### src/rtl/sinc3_interp_pkg.sv
package sinc3_interp_pkg;

    // Up-sampling factor selection; encoding is the rate select input.
    typedef enum logic [1:0] {
        RATE_N32  = 2'd0,
        RATE_N64  = 2'd1,
        RATE_N128 = 2'd2,
        RATE_N256 = 2'd3
    } rate_e;

    // Configuration word; any change restarts the filter.
    typedef struct packed {
        rate_e rate;
        logic  bypass;
    } cfg_t;

    // log2 of the up-sampling factor for a rate code.
    function automatic int unsigned rate_log2n(input rate_e r, input int unsigned base);
        return base + int'(r);
    endfunction

endpackage

### src/rtl/interp_slot_timer.sv
module interp_slot_timer #(
    parameter int PH_W        = 8,
    parameter int L2_W        = 4,
    parameter int PRIME_SLOTS = 4
) (
    input  logic            clk,
    input  logic            rst,
    input  logic            clr,
    input  logic            tick,
    input  logic [L2_W-1:0] log2n,
    output logic            slot,
    output logic            primed
);
    localparam int CNT_W = $clog2(PRIME_SLOTS + 1);

    logic [PH_W-1:0]  phase_q;
    logic [CNT_W-1:0] cnt_q;
    logic [PH_W:0]    last_phase;

    assign last_phase = ({{PH_W{1'b0}}, 1'b1} << log2n) - 1'b1;
    assign slot       = tick && (phase_q == '0) && !clr;
    assign primed     = (cnt_q == CNT_W'(PRIME_SLOTS));

    always_ff @(posedge clk) begin
        if (rst || clr) begin
            phase_q <= '0;
            cnt_q   <= '0;
        end else if (tick) begin
            if ({1'b0, phase_q} == last_phase) begin
                phase_q <= '0;
            end else begin
                phase_q <= phase_q + 1'b1;
            end
            if (slot && !primed) begin
                cnt_q <= cnt_q + 1'b1;
            end
        end
    end

    // phase never passes N-1 for the active rate
    a_r3_phase_bound: assert property (@(posedge clk) disable iff (rst)
        !clr |-> ({1'b0, phase_q} <= last_phase));

    // a clear always restarts the priming count
    a_r10_unprimed_after_clear: assert property (@(posedge clk) disable iff (rst)
        clr |=> !primed);

endmodule

### src/rtl/interp_comb.sv
module interp_comb #(
    parameter int W = 19
) (
    input  logic                clk,
    input  logic                rst,
    input  logic                clr,
    input  logic                en,
    input  logic signed [W-1:0] din,
    output logic signed [W-1:0] dout
);
    logic signed [W-1:0] dly_q;

    assign dout = din - dly_q;

    always_ff @(posedge clk) begin
        if (rst || clr) begin
            dly_q <= '0;
        end else if (en) begin
            dly_q <= din;
        end
    end
endmodule

### src/rtl/interp_integ.sv
module interp_integ #(
    parameter int W = 35
) (
    input  logic                clk,
    input  logic                rst,
    input  logic                clr,
    input  logic                en,
    input  logic signed [W-1:0] din,
    output logic signed [W-1:0] acc
);
    always_ff @(posedge clk) begin
        if (rst || clr) begin
            acc <= '0;
        end else if (en) begin
            acc <= acc + din;
        end
    end
endmodule

### src/rtl/sinc3_interp.sv
module sinc3_interp
    import sinc3_interp_pkg::*;
#(
    parameter int DATA_W      = 16,
    parameter int ORDER       = 3,
    parameter int LOG2_NMIN   = 5,
    parameter int LOG2_NMAX   = 8,
    parameter int PRIME_SLOTS = 4
) (
    input  logic              clk,
    input  logic              rst,
    input  logic [DATA_W-1:0] host_data,
    input  logic              host_wr,
    input  logic [1:0]        rate_sel,
    input  logic              bypass,
    input  logic              mod_tick,
    output logic [DATA_W-1:0] out_data,
    output logic              out_valid
);
    localparam int CW   = DATA_W + ORDER;
    localparam int AW   = DATA_W + ORDER + (ORDER - 1) * LOG2_NMAX;
    localparam int L2_W = $clog2(LOG2_NMAX + 1);
    localparam int SH_W = $clog2((ORDER - 1) * LOG2_NMAX + 1);
    localparam logic signed [AW-1:0] SAT_HI = {{(AW-DATA_W+1){1'b0}}, {(DATA_W-1){1'b1}}};
    localparam logic signed [AW-1:0] SAT_LO = {{(AW-DATA_W+1){1'b1}}, {(DATA_W-1){1'b0}}};

    cfg_t               cfg_in, cfg_q;
    logic               clr;
    logic [DATA_W-1:0]  hold_q;
    logic [L2_W-1:0]    log2n;
    logic [SH_W-1:0]    shift_amt;
    logic               slot, primed;
    logic signed [AW-1:0] scaled;
    logic [DATA_W-1:0]  sat_val;

    logic signed [CW-1:0] comb_in  [ORDER];
    logic signed [CW-1:0] comb_out [ORDER];
    logic signed [AW-1:0] integ_in [ORDER];
    logic signed [AW-1:0] integ_acc[ORDER];

    assign cfg_in    = '{rate: rate_e'(rate_sel), bypass: bypass};
    assign clr       = (cfg_in != cfg_q);
    assign log2n     = L2_W'(rate_log2n(cfg_q.rate, LOG2_NMIN));
    assign shift_amt = SH_W'((ORDER - 1) * int'(log2n));

    interp_slot_timer #(
        .PH_W        (LOG2_NMAX),
        .L2_W        (L2_W),
        .PRIME_SLOTS (PRIME_SLOTS)
    ) u_timer (
        .clk    (clk),
        .rst    (rst),
        .clr    (clr),
        .tick   (mod_tick),
        .log2n  (log2n),
        .slot   (slot),
        .primed (primed)
    );

    // Combs run once per input slot on the held sample.
    assign comb_in[0] = {{(CW-DATA_W){hold_q[DATA_W-1]}}, hold_q};

    for (genvar k = 0; k < ORDER; k++) begin : g_comb
        interp_comb #(.W(CW)) u_comb (
            .clk  (clk),
            .rst  (rst),
            .clr  (clr),
            .en   (slot),
            .din  (comb_in[k]),
            .dout (comb_out[k])
        );
        if (k < ORDER - 1) begin : g_link
            assign comb_in[k+1] = comb_out[k];
        end
    end

    // Zero-stuffing: the comb result enters only at slot ticks.
    assign integ_in[0] = slot ? {{(AW-CW){comb_out[ORDER-1][CW-1]}}, comb_out[ORDER-1]} : '0;

    for (genvar k = 0; k < ORDER; k++) begin : g_integ
        interp_integ #(.W(AW)) u_integ (
            .clk  (clk),
            .rst  (rst),
            .clr  (clr),
            .en   (mod_tick),
            .din  (integ_in[k]),
            .acc  (integ_acc[k])
        );
        if (k < ORDER - 1) begin : g_link
            assign integ_in[k+1] = integ_acc[k];
        end
    end

    assign scaled = integ_acc[ORDER-1] >>> shift_amt;

    always_comb begin
        if (scaled > SAT_HI) begin
            sat_val = SAT_HI[DATA_W-1:0];
        end else if (scaled < SAT_LO) begin
            sat_val = SAT_LO[DATA_W-1:0];
        end else begin
            sat_val = scaled[DATA_W-1:0];
        end
    end

    always_ff @(posedge clk) begin
        if (rst) begin
            cfg_q     <= cfg_in;
            hold_q    <= '0;
            out_data  <= '0;
            out_valid <= 1'b0;
        end else begin
            cfg_q <= cfg_in;
            if (host_wr) begin
                hold_q <= host_data;
            end
            if (clr) begin
                out_valid <= 1'b0;
                out_data  <= '0;
            end else begin
                out_valid <= mod_tick;
                if (mod_tick) begin
                    if (cfg_q.bypass) begin
                        out_data <= hold_q;
                    end else if (primed) begin
                        out_data <= sat_val;
                    end else begin
                        out_data <= '0;
                    end
                end
            end
        end
    end

    // a valid output only ever follows a tick
    a_r2_valid_after_tick: assert property (@(posedge clk) disable iff (rst)
        out_valid |-> $past(mod_tick));

    // the held sample changes only on a write
    a_r5_hold_stable: assert property (@(posedge clk) disable iff (rst)
        !host_wr |=> $stable(hold_q));

    // bypass output is the held sample of the tick clock
    a_r9_bypass_exact: assert property (@(posedge clk) disable iff (rst)
        (out_valid && $past(cfg_q.bypass) && !$past(clr)) |-> (out_data == $past(hold_q)));

    // a configuration change zeroes the output next clock
    a_r10_clear_zero: assert property (@(posedge clk) disable iff (rst)
        clr |=> (out_data == '0 && !out_valid));

endmodule

### config.mk
export PLATFORM = sky130hd
export DESIGN_NAME = sinc3_interp
export DESIGN_NICKNAME = d
export VERILOG_FILES = /design/src/rtl/sinc3_interp_pkg.sv /design/src/rtl/interp_slot_timer.sv /design/src/rtl/interp_comb.sv /design/src/rtl/interp_integ.sv /design/src/rtl/sinc3_interp.sv
export SDC_FILE = /design/constraint.sdc
export NUM_CORES = 1
export LEC_CHECK = 0
export BUFFER_PORTS_ARGS = -buffer_cell sky130_fd_sc_hd__clkbuf_2
export CAP_MARGIN = 10
export CORE_AREA = 2 2 116 230
export CTS_BUF_LIST = sky130_fd_sc_hd__clkbuf_8
export DETAILED_ROUTE_END_ITERATION = 7
export DIE_AREA = 0 0 118 232
export PLACE_DENSITY = 0.73
export SLEW_MARGIN = 20
export SYNTH_ARGS = -nofsm -noshare
export SYNTH_HDL_FRONTEND = slang
export SYNTH_SLANG_ARGS = --single-unit
### constraint.sdc
create_clock -name clk -period 8.2 [get_ports clk]
set_clock_uncertainty 0.05 [all_clocks]
set_input_delay 0.41 -clock clk [delete_from_list [all_inputs] [get_ports clk]]
set_output_delay 0.41 -clock clk [all_outputs]
set_load 0.02 [all_outputs]
After elaboration in Yosys (flattened, before gate mapping)
Cells that the tools add are included.
- flip-flop bits (word level): 204
- input bits: 23
- output and inout bits: 17
- word-level logic and storage cells: 45
- $add $sub $neg: 10
- $lt $le $gt $ge: 2
- equality and inequality tests: 3
- shift operators: 2
- muxes and demuxes: 6
- reduce and logical (&&, ||, !) cells: 9
- operator list (kind ; number):
    adder 35 bit ; 3
    2-to-1 mux 16 bit ; 4
    > comparator 35 x 16 -> 1 bit, second input constant ; 1
    less-than comparator 35 x 16 -> 1 bit, second input constant ; 1
    2-to-1 mux 35 bit ; 1
    >>> shifter 35 x 5 -> 35 bit ; 1
    subtractor 19 bit ; 1
    subtractor 17 x 17 -> 18 bit ; 1
    subtractor 16 x 16 -> 17 bit ; 1
    == test 8 x 9 -> 1 bit ; 1
    << shifter 1 x 4 -> 9 bit, first input constant ; 1
    subtractor 9 x 1 -> 9 bit, second input constant ; 1
    adder 8 x 1 -> 8 bit, second input constant ; 1
    logical NOT 8 bit ; 1
    2-to-1 mux 8 bit ; 1
    adder 3 x 2 -> 4 bit, first input constant ; 1
    adder 3 x 1 -> 3 bit, second input constant ; 1
    == test 3 bit, second input constant ; 1
    logical AND 1 bit ; 3
    inequality test 3 bit ; 1
    logical NOT 1 bit ; 2
    AND reduction 2 bit ; 1
    OR reduction 2 bit ; 1
    logical OR 1 bit ; 1

Logic depth before layout (Yosys ltp)
Gate-level depths: netlist (run 1).
- word-level depth: 7
- gate-level depth with buffers: 35
- depth with buffers taken out: 35

Cells and area by module
A second synthesis (run 1) with hierarchy kept.
- cell total of the unflattened synthesis: 2215
- area, all modules: 17757.0 um2
- modules (own cells, without submodules) (module ; instances ; cells each ; area each (um2) ; seq. area each (um2)):
    interp_integ at g_integ[0].u_integ ... ; 2 ; 386 ; 3026.7 ; 700.7
    interp_integ at g_integ[2].u_integ ; 1 ; 383 ; 3085.5 ; 700.7
    sinc3_interp ; 1 ; 334 ; 2702.6 ; 720.7
    interp_comb at g_comb[0].u_comb ; 1 ; 214 ; 1720.4 ; 380.4
    interp_comb at g_comb[1].u_comb ; 1 ; 201 ; 1649.1 ; 380.4
    interp_comb at g_comb[2].u_comb ; 1 ; 192 ; 1594.0 ; 380.4
    interp_slot_timer ; 1 ; 119 ; 952.2 ; 220.2

Worst setup path before layout (run 1)
No wires, ideal clock.
- path type: flip-flop to flip-flop
- start: register hold_q[0]
- end: register g_integ[0].u_integ.acc[33]
- setup time: 0.131 ns
- arrival time: 6.681 ns
- data required time: 8.019 ns
- setup slack: 1.338 ns
- stages on the path, launching flop included: 35
- buffers on the path: 0
- clock period less this slack: 6.862 ns
- path through: dfxtp_1 > inv_1 > ha_1 > fa_1 > nor2b_1 > o21ai_0 > a21boi_0 > o21ai_0 > a21boi_0 > o21ai_0 > nor2b_1 > xnor2_1 > ha_1 > nand3_1 > o2111ai_1 > o31ai_1 > o21ai_0 > xor2_1 > ha_1 > a21oi_1 > nor3b_1 > o311ai_0 > a31o_2 > a21oi_1 > xor2_1 > nor2_1 > ha_1 > o21a_1 > nor2_1 > a31oi_1 > o211ai_1 > a22o_1 > o311a_1 > nor3_1 > nor3b_2
- RTL lines (what ; line ; text):
    start: declaration ; sinc3_interp.sv:29 ; logic [DATA_W-1:0] hold_q;
    start signal: assignment ; sinc3_interp.sv:115 ; hold_q <= host_data;
    end signal: assignment ; interp_integ.sv:15 ; acc <= acc + din;
    end: declaration ; interp_integ.sv:9 ; output logic signed [W-1:0] acc

==> results of run 1 <==
critical path: cells and delay by family (launching register included):
kind	cells	cell delay, ps
buffers and inverters	1	60
AOI/OAI and AO/OA	17	3600
xor gates and xnor gates	3	550
DFF	1	400
and+or+nand+nor	8	1020
adders and majority gates	5	1650
layout by cell type, fill, tap and decap left out, types with 14 or more instances in the layout:
cell type and instances:
sky130_fd_sc_hd__a211oi_1 30, sky130_fd_sc_hd__a21o_1 61, sky130_fd_sc_hd__a21oi_1 161, sky130_fd_sc_hd__a31oi_1 22, sky130_fd_sc_hd__and3_1 15, sky130_fd_sc_hd__buf_4 19, sky130_fd_sc_hd__clkbuf_2 38, sky130_fd_sc_hd__clkbuf_8 44
sky130_fd_sc_hd__dfxtp_1 203, sky130_fd_sc_hd__dlygate4sd3_1 15, sky130_fd_sc_hd__ha_1 146, sky130_fd_sc_hd__inv_1 106, sky130_fd_sc_hd__mux2i_1 100, sky130_fd_sc_hd__nand2_1 200, sky130_fd_sc_hd__nand2b_1 21, sky130_fd_sc_hd__nand3_1 38
sky130_fd_sc_hd__nor2_1 221, sky130_fd_sc_hd__nor2b_1 21, sky130_fd_sc_hd__nor3_1 43, sky130_fd_sc_hd__o211ai_1 14, sky130_fd_sc_hd__o21a_1 24, sky130_fd_sc_hd__o21ai_0 77, sky130_fd_sc_hd__xnor2_1 76, sky130_fd_sc_hd__xor2_1 59
cell families (layout without fill, tap and decap cells):
family	after synthesis	count (layout)	share of synthesized area
buffers and inverters	184	236	0.04640
xor gates and xnor gates	135	135	0.07788
DFF	203	203	0.2677
other	0	1	0
and+or+nand+nor	629	629	0.1862
AOI/OAI and AO/OA	506	506	0.2158
muxes	110	110	0.07706
adders and majority gates	153	153	0.1291
routing by layer:
metal | track usage | vias up | wire length [um]
met4 | 0.2044 | 0 | 2847
met3 | 0.03242 | 140 | 1140
met5 | 0 | - | 0
met1 | 0.3023 | 6530 | 15100
li1 | - | 6883 | -
met2 | 0.5705 | 280 | 21800
sequential cells by signal (all words and copies together), names as in the netlist:
name,count
hold_q,16
cfg_q,3
g_integ.u_integ.acc,105
out_valid,1
u_timer.phase_q,8
g_comb.u_comb.dly_q,51
u_timer.cnt_q,3
out_data,16
how the worst max path moves through the flow:
stage,endpoint
finish,g_integ[0].u_integ.acc[33]
global route,g_integ[0].u_integ.acc[33]
CTS,g_integ[0].u_integ.acc[33]
detailed placement,g_integ[0].u_integ.acc[33]
global placement,g_integ[0].u_integ.acc[33]
floorplan,g_integ[0].u_integ.acc[33]
Yosys cell counts, types with 8 or more instances:
master                     number  area [um2]
sky130_fd_sc_hd__a211oi_1      30       225.2
sky130_fd_sc_hd__a21o_1        61       457.9
sky130_fd_sc_hd__a21oi_1      161       805.8
sky130_fd_sc_hd__a22oi_1       13       97.59
sky130_fd_sc_hd__a31o_2         9       78.83
sky130_fd_sc_hd__a31oi_1       23       143.9
sky130_fd_sc_hd__and2_1         8       50.05
sky130_fd_sc_hd__and3_1        15       93.84
sky130_fd_sc_hd__buf_1         15       56.30
sky130_fd_sc_hd__clkbuf_1      58       217.7
sky130_fd_sc_hd__dfxtp_1      203        4064
sky130_fd_sc_hd__ha_1         147        1839
sky130_fd_sc_hd__inv_1        103       386.6
sky130_fd_sc_hd__mux2i_1      100        1001
sky130_fd_sc_hd__nand2_1      200       750.7
sky130_fd_sc_hd__nand2b_1      22       137.6
sky130_fd_sc_hd__nand3_1       38       190.2
sky130_fd_sc_hd__nand4_1       13       81.33
sky130_fd_sc_hd__nor2_1       221       829.6
sky130_fd_sc_hd__nor2b_1       21       131.4
sky130_fd_sc_hd__nor3_1        44       220.2
sky130_fd_sc_hd__nor4_1        12       75.07
sky130_fd_sc_hd__o211ai_1      14       105.1
sky130_fd_sc_hd__o21a_1        24       180.2
sky130_fd_sc_hd__o21ai_0       78       390.4
sky130_fd_sc_hd__o21bai_1      12       90.09
sky130_fd_sc_hd__or2_2          8       50.05
sky130_fd_sc_hd__or3_1          9       56.30
sky130_fd_sc_hd__xnor2_1       76       665.6
sky130_fd_sc_hd__xor2_1        59       516.8
final cells by class:
class	count	area (um2)
Inverter	105	394.1
Tap cell	340	425.4
Clock inverter	14	175.2
Multi-Input combinational cell	1533	10480
Sequential cell	203	4064
Timing Repair Buffer	73	494.2
Clock buffer	44	605.6
Fill cell	2285	9010
Antenna cell	1	2.502
where the power goes:
part           total (mW)  switching, mW  internal (mW)  leakage [nW]
registers            1.01         0.0140          0.999          1.64
logic               0.862          0.509          0.352          5.18
clock network        1.05          0.444          0.605         0.415
total                2.92          0.968           1.96          7.23
timing repair:
action                                  in CTS  in global routing
endpoints found under the setup margin       0                 10
gates resized for setup                      0                  9
hold buffers                                15                  0
endpoints found under the hold margin       15                  0
==> flow_summary.json, run 1 <==
{
  "total_core_area_um2": 25650,
  "antenna_left": 0,
  "cp_max_fo": 7,
  "postSynth.asyncResetShare": 0,
  "syn-num-nets": 2096,
  "final_cells": 2313,
  "vdd.ir_drop.worst_mv": 0.1385,
  "cts_max_level": 1,
  "synth.distinct_cells": 77,
  "timing.slew.headroom": 0.3476,
  "hp-start": "host_data[14]",
  "setup.worst_path.start": "hold_q[0]",
  "worstHoldPathCells": 3,
  "numPortBuffers": 39,
  "final_core_util": 0.6487,
  "final_layout_size_suffix_gt1_frac": 0.08418,
  "critical_path_required_ps": 8610,
  "gp_routability_congestion": 0.9377,
  "p_total_mw": 2.924,
  "fin_hold_ws_ps": 20.92,
  "floorplan_row_count": 83,
  "timing.rr.end": "g_integ[0].u_integ.acc[33]",
  "floorplan_die_area_um2": 27380,
  "dpl-instance-area_um2": 15660,
  "slowest_stage": "sky130_fd_sc_hd__fa_1",
  "via_per_inst": 5.981,
  "grt_first_pass_wirelength_mm": 67.43,
  "grt_antenna_before_repair": 1,
  "pre_cts_ws_ps": 172.3,
  "cts-buffers-inserted": 31,
  "worstReg2RegStart": "hold_q[0]",
  "timing_worst_setup_path_type": "register to register",
  "hold_viol": 0,
  "cell_count_after_synthesis": 1920,
  "detail_route.first_pass.iterations": 5,
  "initial_utilization": 0.5919,
  "worst_setup_hold_path_clk_slew_ps": 70,
  "grt_pass1_vias": 13940,
  "worstRegToRegCells": 34,
  "rrSetupSlack_ps": 710,
  "p_leak_nw": 7.235,
  "root_cell_of_the_clock_tree": "sky130_fd_sc_hd__clkbuf_8",
  "tightestPinTransition_ps": 978.7,
  "outcome": "completed",
  "hold_path_end": "hold_q[14]",
  "critPathLaunchType": "register",
  "finalSetupTns_ps": 0,
  "yosys_warnings": 0,
  "final-setup-viol-count": 0,
  "post-cts-setup-buffer-count": 0,
  "wl_per_cell_um": 17.68,
  "p_per_area_nw_per_um2": 175.7,
  "final.setup.worst_slack_ps": 713.2,
  "worstHoldPathType": "input pin to register",
  "drv.max_cap_violation_count": 0,
  "period_minus_slack_ps": 7487,
  "wirelength_mm": 40.89,
  "maxClockFrequency_mhz": 133.6,
  "crit_path_frequent_cell": "sky130_fd_sc_hd__ha_1",
  "residual_overflow_from_global_routing": 0,
  "syn2layout_area_growth_pct": 9.610,
  "synth_seq_cells": 203,
  "post-route-cell-area_um2": 16640,
  "tritoncts_num_sinks": 203,
  "synth_flop_cell": "sky130_fd_sc_hd__dfxtp_1",
  "maxSlewViolCount": 0,
  "chipHeight_um": 232,
  "netlist_area_um2": 15180,
  "timing.critical_path.slowest_cell_delay_ps": 410,
  "worstSkewPairLatency_ps": 610,
  "place.detailed.instances": 2239,
  "max-clock-path-buffers": 3,
  "clock_tree_from_tritoncts": "yes",
  "cp.arrival_ps": 7900,
  "detail_route.drc_violations": 0,
  "grt_max_degree": 86,
  "gr-usage-all-layers": 0.2998,
  "nets": 2123,
  "route.vias.total": 13830,
  "timing.final.crit_share": 0.9130,
  "critPathCaptureType": "register",
  "dp_hpwl_mm": 30.76,
  "grt_setup_unrepaired": "false",
  "seq_area_frac_synth": 0.2677,
  "syn-mean-instance-area_um2": 7.907,
  "synth-edff-count": 0,
  "io_pins": 40,
  "dr.first_iter.drc_count": 914,
  "die_width_um": 118
}
(Power assumes the default switching activity.)
==> run 2: changes to the inputs <==
- CTS_BUF_LIST: sky130_fd_sc_hd__clkbuf_8 -> sky130_fd_sc_hd__clkbuf_4
==> run 2 against run 1 <==
  * Critical path depth fell by 3
  * Highest routed layer unchanged
  * Largest power group is now registers
  * Hold slack better by 47 ps
  * Flip-flop and latch count did not move
  * Die area stayed put
==> flow_summary.json, run 2 (synthesized netlist as in run 1, its figures left out) <==
{
  "final-setup-viol-count": 0,
  "worst_setup_hold_path_clk_slew_ps": 80,
  "cp_max_fo": 7,
  "wl_per_cell_um": 17.59,
  "antenna_left": 0,
  "slowest_stage": "sky130_fd_sc_hd__fa_1",
  "fin_hold_ws_ps": 67.62,
  "worstSkewPairLatency_ps": 770,
  "wirelength_mm": 41.41,
  "hold_viol": 0,
  "io_pins": 40,
  "grt_max_degree": 86,
  "grt_pass1_vias": 14150,
  "worstHoldPathCells": 2,
  "post-route-cell-area_um2": 16600,
  "chipHeight_um": 232,
  "drv.max_cap_violation_count": 0,
  "leading_cell_type_in_the_layout_fill_and_taps_excluded": "sky130_fd_sc_hd__nor2_1",
  "die_width_um": 118,
  "maxSlewViolCount": 0,
  "cp.arrival_ps": 8070,
  "cts-buffers-inserted": 51,
  "clock_tree_from_tritoncts": "yes",
  "final_cells": 2354,
  "numPortBuffers": 39,
  "syn2layout_area_growth_pct": 9.354,
  "layout_top_registers": "g_integ.u_integ.acc x105, g_comb.u_comb.dly_q x51",
  "largest_register": "g_integ.u_integ.acc",
  "gp_routability_congestion": 0.9377,
  "timing.final.crit_share": 0.9191,
  "max-clock-path-buffers": 3,
  "worstHoldPathType": "input pin to register",
  "via_per_inst": 5.976,
  "cts_max_level": 2,
  "mostFrequentLayoutCells": "sky130_fd_sc_hd__nor2_1, sky130_fd_sc_hd__dfxtp_1, sky130_fd_sc_hd__nand2_1",
  "detail_route.first_pass.iterations": 7,
  "floorplan_row_count": 83,
  "critPathCaptureType": "register",
  "outcome": "completed",
  "floorplan_die_area_um2": 27380,
  "worstRegToRegCells": 31,
  "timing.rr.end": "g_integ[0].u_integ.acc[25]",
  "post-cts-setup-buffer-count": 0,
  "dpl-instance-area_um2": 15660,
  "gr-usage-all-layers": 0.3053,
  "rrSetupSlack_ps": 660,
  "crit_path_frequent_cell": "sky130_fd_sc_hd__ha_1",
  "place.detailed.instances": 2239,
  "grt_first_pass_wirelength_mm": 68.23,
  "grt_antenna_before_repair": 1,
  "total_core_area_um2": 25650,
  "residual_overflow_from_global_routing": 0,
  "initial_utilization": 0.5919,
  "timing_worst_setup_path_type": "register to register",
  "worstReg2RegStart": "hold_q[0]",
  "dp_hpwl_mm": 30.76,
  "p_leak_nw": 7.243,
  "hold_path_end": "hold_q[3]",
  "route.vias.total": 14070,
  "root_cell_of_the_clock_tree": "sky130_fd_sc_hd__clkbuf_4",
  "hp-start": "rst",
  "vdd.ir_drop.worst_mv": 0.1422,
  "timing.slew.headroom": 0.3482,
  "tightestPinTransition_ps": 977.7,
  "detail_route.drc_violations": 0,
  "nets": 2148,
  "dr.first_iter.drc_count": 864,
  "final_layout_size_suffix_gt1_frac": 0.09439,
  "final_core_util": 0.6472,
  "critical_path_required_ps": 8740,
  "p_per_area_nw_per_um2": 169.3,
  "maxClockFrequency_mhz": 132.7,
  "timing.critical_path.slowest_cell_delay_ps": 610,
  "tritoncts_num_sinks": 203,
  "period_minus_slack_ps": 7537,
  "largest_register_ffs": 105,
  "critPathLaunchType": "register"
}
[run 2: changes by cell type in the layout (fill, tap and decap cells not counted), moves of 2 or more]
cell / delta
sky130_fd_sc_hd__clkbuf_4: +68
sky130_fd_sc_hd__inv_1: -3
sky130_fd_sc_hd__dlygate4sd3_1: +5
sky130_fd_sc_hd__bufinv_16: -2
sky130_fd_sc_hd__clkinv_1: +15
sky130_fd_sc_hd__inv_6: +2
sky130_fd_sc_hd__clkbuf_8: -44
[run 2: final cells by class]
cell class | instances | area, um2
Antenna cell | 1 | 2.502
Multi-Input combinational cell | 1533 | 10490
Timing Repair Buffer | 78 | 544.3
Clock buffer | 68 | 510.5
Fill cell | 2304 | 9049
Clock inverter | 26 | 172.7
Tap cell | 340 | 425.4
Sequential cell | 203 | 4064
Inverter | 105 | 394.1
[run 2: power breakdown]
part | internal (mW) | switching, mW | leakage (nW) | total, mW
Combinational | 0.356 | 0.514 | 5.20 | 0.869
Sequential | 0.998 | 0.0142 | 1.64 | 1.01
Clock | 0.458 | 0.470 | 0.401 | 0.928
[run 2: through the flow]
| stage | TNS (ps) | setup WS, ps | power, mW |
|---|---|---|---|
| finish | 0 | 663.2 | 2.810 |
| global route | -5.214 | -5.214 | 2.973 |
| CTS | 0 | 80.00 | 2.814 |
| detailed placement | 0 | 172.3 | 1.870 |
| global placement | 0 | 445.5 | 1.858 |
| floorplan | 0 | 1338 | 1.699 |
[run 2: critical path: cells and delay by family (launching register included)]
family          cells  cell delay (ps)
compound gates     15             3610
fa+ha+maj           5             1770
simple gates        5              720
flops               1              400
xor+xnor            2              330
mux                 1              260
buf+inv             3              210
[run 2: how the worst max path moves through the flow]
stage,start,endpoint,slack [ps],depth (start not counted)
finish,hold_q[0],g_integ[0].u_integ.acc[25],660,31
global route,hold_q[0],g_integ[0].u_integ.acc[33],-5,31
CTS,hold_q[0],g_integ[0].u_integ.acc[33],80,34
detailed placement,hold_q[0],g_integ[0].u_integ.acc[33],170,34
global placement,hold_q[0],g_integ[0].u_integ.acc[33],450,34
floorplan,hold_q[0],g_integ[0].u_integ.acc[33],1340,34
[run 2: routing by layer]
| layer | track usage | share of wire | vias up |
|---|---|---|---|
| met2 | 0.5750 | 0.53 | 315 |
| met5 | 0 | 0 | - |
| li1 | - | - | 6971 |
| met3 | 0.04199 | 0.033 | 180 |
| met4 | 0.2218 | 0.076 | 0 |
| met1 | 0.3016 | 0.36 | 6601 |
[run 2: repair_timing]
action,CTS,global route
gates resized for setup,0,11
endpoints found under the hold margin,35,0
hold buffers,20,0
setup endpoints to repair,0,13
